$ cat src/rtl/fair_throttle_pkg.sv
package fair_throttle_pkg;

  // Phases of one throttling decision
  typedef enum logic [1:0] {
    PH_IDLE  = 2'd0,
    PH_SCAN  = 2'd1,
    PH_PICK  = 2'd2,
    PH_APPLY = 2'd3
  } phase_t;

  // Strobes from control to datapath
  typedef struct packed {
    logic capture;  // snapshot inputs
    logic scan;     // register slowest core and slowdown extremes
    logic pick;     // register interferer and fairness verdict
    logic apply;    // update levels
  } strobe_t;

endpackage

$ cat src/rtl/fair_throttle_ctrl.sv
module fair_throttle_ctrl
  import fair_throttle_pkg::*;
(
  input  logic    clk,
  input  logic    rst_n,
  input  logic    intervalEnd,
  output strobe_t strb,
  output logic    done
);

  phase_t phase;

  always_comb begin
    strb.capture = (phase == PH_IDLE) && intervalEnd;
    strb.scan    = (phase == PH_SCAN);
    strb.pick    = (phase == PH_PICK);
    strb.apply   = (phase == PH_APPLY);
  end

  always_ff @(posedge clk) begin
    if (!rst_n) begin
      phase <= PH_IDLE;
      done  <= 1'b0;
    end else begin
      done <= strb.apply;
      unique case (phase)
        PH_IDLE:  if (intervalEnd) phase <= PH_SCAN;
        PH_SCAN:  phase <= PH_PICK;
        PH_PICK:  phase <= PH_APPLY;
        default:  phase <= PH_IDLE;
      endcase
    end
  end

  assert_strobe_onehot_R2: assert property (@(posedge clk) disable iff (!rst_n)
    $onehot0({strb.capture, strb.scan, strb.pick, strb.apply}));

  assert_done_single_R2: assert property (@(posedge clk) disable iff (!rst_n)
    done |=> !done);

  // While a decision runs, a new interval end cannot restart it
  assert_busy_ignores_R8: assert property (@(posedge clk) disable iff (!rst_n)
    (phase != PH_IDLE) |=> (phase != PH_SCAN));

endmodule

$ cat src/rtl/fair_throttle_dp.sv
module fair_throttle_dp
  import fair_throttle_pkg::*;
#(
  parameter int NUM_CORES   = 4,
  parameter int SD_W        = 8,
  parameter int INTF_W      = 8,
  parameter int TGT_W       = 8,
  parameter int TGT_FRAC    = 4,
  parameter int LVL_W       = 3,
  parameter int RESET_LEVEL = 4
) (
  input  logic                                 clk,
  input  logic                                 rst_n,
  input  strobe_t                              strb,
  input  logic [NUM_CORES*SD_W-1:0]            slowdownIn,
  input  logic [NUM_CORES*NUM_CORES*INTF_W-1:0] interfIn,
  input  logic [TGT_W-1:0]                     targetIn,
  output logic [NUM_CORES-1:0][LVL_W-1:0]      levels
);

  localparam int IDX_W   = (NUM_CORES > 1) ? $clog2(NUM_CORES) : 1;
  localparam int PROD_W  = SD_W + TGT_W;
  localparam int LVL_MAX = (1 << LVL_W) - 1;

  // Snapshot taken at the interval end
  logic [NUM_CORES-1:0][SD_W-1:0]                  sdCap;
  logic [NUM_CORES-1:0][NUM_CORES-1:0][INTF_W-1:0] intfCap;
  logic [TGT_W-1:0]                                tgtCap;

  // Scan results
  logic [IDX_W-1:0] slowIdx, slowIdxNext;
  logic [SD_W-1:0]  maxSd, maxSdNext, minSd, minSdNext;

  // Pick results
  logic [IDX_W-1:0]  aggIdx, aggIdxNext;
  logic [INTF_W-1:0] aggMaxNext;
  logic              act, actNext;
  logic [PROD_W-1:0] lhs, rhs;

  always_ff @(posedge clk) begin
    if (!rst_n) begin
      sdCap   <= '0;
      intfCap <= '0;
      tgtCap  <= '0;
    end else if (strb.capture) begin
      for (int v = 0; v < NUM_CORES; v++) begin
        sdCap[v] <= slowdownIn[v*SD_W +: SD_W];
        for (int a = 0; a < NUM_CORES; a++)
          intfCap[v][a] <= interfIn[(v*NUM_CORES+a)*INTF_W +: INTF_W];
      end
      tgtCap <= targetIn;
    end
  end

  // Slowest core (first maximum) and smallest slowdown
  always_comb begin
    slowIdxNext = '0;
    maxSdNext   = sdCap[0];
    minSdNext   = sdCap[0];
    for (int c = 1; c < NUM_CORES; c++) begin
      if (sdCap[c] > maxSdNext) begin
        maxSdNext   = sdCap[c];
        slowIdxNext = IDX_W'(c);
      end
      if (sdCap[c] < minSdNext) minSdNext = sdCap[c];
    end
  end

  always_ff @(posedge clk) begin
    if (!rst_n) begin
      slowIdx <= '0;
      maxSd   <= '0;
      minSd   <= '0;
    end else if (strb.scan) begin
      slowIdx <= slowIdxNext;
      maxSd   <= maxSdNext;
      minSd   <= minSdNext;
    end
  end

  // Worst interferer in the slowest core's row, and fairness test without division
  always_comb begin
    aggIdxNext = '0;
    aggMaxNext = intfCap[slowIdx][0];
    for (int a = 1; a < NUM_CORES; a++) begin
      if (intfCap[slowIdx][a] > aggMaxNext) begin
        aggMaxNext = intfCap[slowIdx][a];
        aggIdxNext = IDX_W'(a);
      end
    end
    lhs     = PROD_W'(maxSd) << TGT_FRAC;
    rhs     = PROD_W'(tgtCap) * PROD_W'(minSd);
    actNext = (lhs > rhs) && (aggIdxNext != slowIdx) && (aggMaxNext != '0);
  end

  always_ff @(posedge clk) begin
    if (!rst_n) begin
      aggIdx <= '0;
      act    <= 1'b0;
    end else if (strb.pick) begin
      aggIdx <= aggIdxNext;
      act    <= actNext;
    end
  end

  // Saturating level update
  always_ff @(posedge clk) begin
    if (!rst_n) begin
      for (int c = 0; c < NUM_CORES; c++) levels[c] <= LVL_W'(RESET_LEVEL);
    end else if (strb.apply && act) begin
      for (int c = 0; c < NUM_CORES; c++) begin
        if (IDX_W'(c) == slowIdx && levels[c] != LVL_W'(LVL_MAX))
          levels[c] <= levels[c] + LVL_W'(1);
        else if (IDX_W'(c) == aggIdx && levels[c] != '0)
          levels[c] <= levels[c] - LVL_W'(1);
      end
    end
  end

  assert_levels_hold_R2: assert property (@(posedge clk) disable iff (!rst_n)
    !strb.apply |=> $stable(levels));

  assert_fair_no_change_R3: assert property (@(posedge clk) disable iff (!rst_n)
    (strb.apply && !act) |=> $stable(levels));

  generate
    for (genvar g = 0; g < NUM_CORES; g++) begin : g_step
      assert_single_step_R4: assert property (@(posedge clk) disable iff (!rst_n)
        (levels[g] != $past(levels[g])) |->
          ((levels[g] == $past(levels[g]) + LVL_W'(1)) ||
           (levels[g] == $past(levels[g]) - LVL_W'(1))));
    end
  endgenerate

endmodule

$ cat src/rtl/fair_throttle.sv
module fair_throttle
  import fair_throttle_pkg::*;
#(
  parameter int NUM_CORES   = 4,
  parameter int SD_W        = 8,
  parameter int INTF_W      = 8,
  parameter int TGT_W       = 8,
  parameter int TGT_FRAC    = 4,
  parameter int LVL_W       = 3,
  parameter int RESET_LEVEL = 4
) (
  input  logic                                  clk,
  input  logic                                  rst_n,
  input  logic                                  intervalEnd,
  input  logic [NUM_CORES*SD_W-1:0]             slowdownIn,
  input  logic [NUM_CORES*NUM_CORES*INTF_W-1:0] interfIn,
  input  logic [TGT_W-1:0]                      targetIn,
  output logic [NUM_CORES*LVL_W-1:0]            levelOut,
  output logic [NUM_CORES*(LVL_W+1)-1:0]        maxOutstanding,
  output logic [NUM_CORES*LVL_W-1:0]            injectGap,
  output logic                                  done
);

  localparam int LVL_MAX = (1 << LVL_W) - 1;

  strobe_t                          strb;
  logic [NUM_CORES-1:0][LVL_W-1:0]  levels;

  fair_throttle_ctrl u_ctrl (
    .clk         (clk),
    .rst_n       (rst_n),
    .intervalEnd (intervalEnd),
    .strb        (strb),
    .done        (done)
  );

  fair_throttle_dp #(
    .NUM_CORES   (NUM_CORES),
    .SD_W        (SD_W),
    .INTF_W      (INTF_W),
    .TGT_W       (TGT_W),
    .TGT_FRAC    (TGT_FRAC),
    .LVL_W       (LVL_W),
    .RESET_LEVEL (RESET_LEVEL)
  ) u_dp (
    .clk        (clk),
    .rst_n      (rst_n),
    .strb       (strb),
    .slowdownIn (slowdownIn),
    .interfIn   (interfIn),
    .targetIn   (targetIn),
    .levels     (levels)
  );

  // Level to request-limit mapping
  generate
    for (genvar c = 0; c < NUM_CORES; c++) begin : g_map
      assign levelOut[c*LVL_W +: LVL_W]              = levels[c];
      assign maxOutstanding[c*(LVL_W+1) +: LVL_W+1]  = {levels[c], 1'b1};
      assign injectGap[c*LVL_W +: LVL_W]             = LVL_W'(LVL_MAX) - levels[c];
    end
  endgenerate

  assert_change_with_done_R2: assert property (@(posedge clk) disable iff (!rst_n)
    (levelOut != $past(levelOut)) |-> done);

endmodule

$ cat config.mk
export PLATFORM = sky130hd
export DESIGN_NAME = fair_throttle
export DESIGN_NICKNAME = d
export VERILOG_FILES = /design/src/rtl/fair_throttle_pkg.sv /design/src/rtl/fair_throttle_ctrl.sv /design/src/rtl/fair_throttle_dp.sv /design/src/rtl/fair_throttle.sv
export SDC_FILE = /design/constraint.sdc
export NUM_CORES = 1
export LEC_CHECK = 0
export BUFFER_PORTS_ARGS = -buffer_cell sky130_fd_sc_hd__buf_4
export CORE_MARGIN = 5
export CORE_UTILIZATION = 55
export DETAILED_ROUTE_END_ITERATION = 12
export PLACE_DENSITY = 0.81
export REMOVE_ABC_BUFFERS = 1
export SYNTH_ARGS = -nofsm -noshare
export SYNTH_HDL_FRONTEND = slang
export SYNTH_HIERARCHICAL = 1
export SYNTH_SLANG_ARGS = --single-unit
export TNS_END_PERCENT = 1
$ cat constraint.sdc
create_clock -name clk -period 10.5 [get_ports clk]
set_input_delay 0.525 -clock clk [delete_from_list [all_inputs] [get_ports clk]]
set_output_delay 0.525 -clock clk [all_outputs]
set_load 0.1 [all_outputs]
==> metrics.md <==
| Metric | Value |
|---|---|
| # clock sinks | 204 |
| Deepest clock path buffer count | 3 |
| H-tree depth | 1 |
| Critical Path End Type | flip-flop |
| Die width | 166 um |
| Worst Setup Slack, final | 3.64 ns |
| RSZ-0062 raised after global routing | no |
| Ys flop type | dfxtp_1 |
| Global Route Usage Sum | 0.221 |
| Async set or reset register ratio after synthesis | 0 |
| Buffers plus inverters on the worst setup path | 1 |
| Root buf cell | clkbuf_16 |
| Area growth from synthesis to layout | 18.1% |
| Post-synth EDFFs | 0 |
| Vias in the first global route | 10500 |
| WHS Endpoint | u_dp/intfCap[0]$_SDFFE_PN0P_ |
| Cell Rows | between 50 and 60 |
| Origin of the critical flop-to-flop path | u_dp/slowIdx[1]$_SDFFE_PN0P_ |
| Worst-Skew Late Latency | 0.52 ns |
| Slowest-stage cell, CP | dfxtp_2 |
| R2R Setup Slk | around 3.6 ns |
| Placed cells | roughly 1800 |
| First-pass GRT wire length | 51.9 mm |
| Arrival @ worst endpoint | 7.27 ns |
| Drt total wl | 31.5 mm |
| Total Power | 4.58 mW |
| Initial antenna violation count | 0 |
| Final Setup Violations | 0 |
| HPWL Detailed | 23.4 mm |
| Core area | 24100 um^2 |
| Final instance area | 15800 um^2 |
| Post-DRT Antenna Nets | 0 |
| Largest area contributor in the netlist | dfxtp_1 |
| Die Ht | between 150 and 200 um |
| CP Class | reg2reg |
| Antenna cells | 0 |
| DR pass1 iterations | 5 |
| Final RePlAce weighted congestion | 0.879 |
| Post-route DRC violation count | 0 |
| Hold_ws | around 0.26 ns |
| Syn_area_per_cell | 9.73 um^2 |
| Layout cell share with drive strength beyond 1 | 0.199 |
| CP Launch Point | u_dp/slowIdx[1]$_SDFFE_PN0P_ |
| Worst EP required | between 10 and 15 ns |
| Synth area leaders | dfxtp_1, mux2i_1, ha_1, nor2b_1, fa_1 |
| FF-to-FF End | u_dp/aggIdx[0]$_SDFFE_PN0P_ |
| R2R depth | 26 |
| Synth top area share | 0.306 |
| Area after DPL | ~15000 um^2 |
| Cts bufs inserted | 24 |
| Syn Inst Count | about 1400 |
| Maximum vdd drop | 0.186 mV |
| Cell Pwr Density | 291 nW/um^2 |
| Crit path depth | 26 |
| Max_slew headroom | 0.268 |
| Pre-CTS setup slack | 3.72 ns |
| IO Count | approximately 210 |
| CP top delay family | compound AO/OA/AOI/OAI gates |
| Die Area | about 27000 um^2 |
| Fin. Hold Viols | 0 |
| Fmax | 146 MHz |
| Post-Route Skew | 0.0136 ns |
| Max-cap violations | 0 |
| CTS tree | yes |
| Cell variety after synth | 64 |
| Grt total ovfl | 0 |
| Static leakage | 6.98 nW |
| CP startpoint kind | flip-flop |
| HP Class | in2reg |
| #FFs+latches synth | roughly 200 |
| Hold Path Origin | interfIn[0] |
| Final core utilization | 0.654 |
| Post-CTS setup buffer count | 0 |
| Ys Warns | 6 |
| Final period util | 0.653 |
| Routed wire length per instance | 16.9 um |
| Sequential share of the synthesized area | 0.306 |
| Final Critical Period | around 6.9 ns |
| Clock slew at reported path FFs | 0.06 ns |
| WHS Path Cells | 3 |
| Worst Max-Slew Pin Slew | 1.10 ns |
| Port bufs | 207 |
| # nets final | around 1800 |
| Final Instance Count excl. Fillers | 1865 |
| Initial Util | 0.553 |
| Final-layout fill cell count | 1944 |
| Final Slew Violations | 0 |
| Max stage delay on crit path | 0.78 ns |
| Status | completed |
| DR iter-0 viols | 518 |
| Post-CTS sizing | 0 |
| Vias per Instance | 5.49 |
| Vias | 10200 |
| Crit-path max FO | 23 |
| Largest net degree at the start of global routing | 105 |
| Hold_buf cts | 0 |
| Mapped Area | 13300 um^2 |
| TNS Setup | 0 ns |
-- logic make-up after synthesis --
| group | synth area share |
|---|---|
| AOI/OAI and AO/OA | 0.101 |
| and+or+nand+nor | 0.160 |
| other | 0.000281 |
| adders and majority gates | 0.162 |
| muxes | 0.197 |
| buffers and inverters | 0.0601 |
| DFF | 0.306 |
| xor gates and xnor gates | 0.0125 |
-- layout by cell type, fill, tap and decap left out, types with 6 or more instances in the layout --
master	instances
buf_4	214
dfxtp_1	202
mux2i_1	189
nor2b_1	183
ha_1	109
inv_1	98
a21oi_1	61
nand2_1	57
fa_1	40
nor2_1	37
o21ai_0	36
and2_1	36
mux4_2	31
clkbuf_16	24
nand3_1	24
o21a_1	23
xnor2_1	13
a21o_1	11
nand4_1	9
o211ai_1	9
nor4_1	9
clkbuf_8	7
o21ai_1	7
a31o_2	7
nor3_1	7
o311a_1	7
clkinv_2	6
xor2_1	6
-- state kept, by name, summed over array words and instances, names as in the netlist --
| register | cells |
|---|---|
| u_dp/intfCap | 128 |
| u_dp/sdCap | 32 |
| u_dp/levels | 12 |
| u_dp/maxSd | 8 |
| u_dp/minSd | 8 |
| u_dp/tgtCap | 8 |
| u_ctrl/phase | 2 |
| u_dp/aggIdx | 2 |
| u_dp/slowIdx | 2 |
| u_ctrl/done | 1 |
| u_dp/act | 1 |
-- worst reg2reg max path, stage by stage, from the launching register on --
cell and delay [ns]:
dfxtp_2 0.78, buf_4 0.48, mux4_2 0.60, ha_1 0.22
a21o_1 0.18, a21oi_1 0.21, o2111a_1 0.28, or2_1 0.51
mux2i_1 0.23, ha_1 0.34, nand4_1 0.13, nor2_1 0.24
nand2_1 0.08, a211oi_1 0.31, a211o_1 0.46, nor2_1 0.07
a21oi_1 0.14, ha_1 0.25, nor2b_1 0.13, o21a_1 0.16
o21a_1 0.16, o21a_1 0.16, o21bai_1 0.13, a22oi_1 0.13
nor2b_1 0.16, o21ai_1 0.09, o211a_1 0.13
-- routing by layer --
metal  vias to the layer above  track usage  wire, um
li1                       5048            -         -
met1                      4870        0.297     14200
met2                       256        0.364     14700
met3                        56       0.0429      1790
met4                         0       0.0656       787
met5                         -            0         0
-- worst max-delay path by stage --
| stage | endpoint | slack, ns |
|---|---|---|
| after floorplan | u_dp/aggIdx[0]$_SDFFE_PN0P_ | 3.92 |
| after global placement | u_dp/aggIdx[0]$_SDFFE_PN0P_ | 3.91 |
| after detailed placement | u_dp/aggIdx[0]$_SDFFE_PN0P_ | 3.72 |
| after CTS | u_dp/aggIdx[0]$_SDFFE_PN0P_ | 3.68 |
| after global routing | u_dp/act$_SDFFE_PN0P_ | 3.03 |
| final | u_dp/aggIdx[0]$_SDFFE_PN0P_ | 3.64 |
-- report_power, final --
part	switching [mW]	total [mW]	internal, mW
combinational	1.45	2.60	1.15
sequential	0.181	1.13	0.950
clock	0.329	0.846	0.517
-- final cells by class --
class / instances / area, um^2 / area share
tap: 324 / 405 / 0.0257
clock inverter: 11 / 121 / 0.00770
clock buffer: 32 / 701 / 0.0445
sequential: 204 / 4090 / 0.259
multi-input combinational: 981 / 8460 / 0.537
inverter: 99 / 372 / 0.0236
timing repair buffer: 214 / 1610 / 0.102
-- Yosys cell counts (6+ instances only) --
| cell type | n |
|---|---|
| dfxtp_1 | 204 |
| mux2i_1 | 189 |
| nor2b_1 | 183 |
| ha_1 | 109 |
| inv_1 | 98 |
| a21oi_1 | 61 |
| nand2_1 | 57 |
| clkbuf_1 | 44 |
| fa_1 | 40 |
| nor2_1 | 37 |
| and2_1 | 36 |
| o21ai_0 | 36 |
| mux4_2 | 31 |
| nand3_1 | 24 |
| o21a_1 | 23 |
| buf_1 | 17 |
| buf_4 | 17 |
| xnor2_1 | 13 |
| a21o_1 | 11 |
| nand4_1 | 9 |
| nor4_1 | 9 |
| o211ai_1 | 9 |
| buf_2 | 8 |
| a31o_2 | 7 |
| nor3_1 | 7 |
| o21ai_1 | 7 |
| o311a_1 | 7 |
| xor2_1 | 6 |
Note: power is estimated with default switching activity, not from simulation.
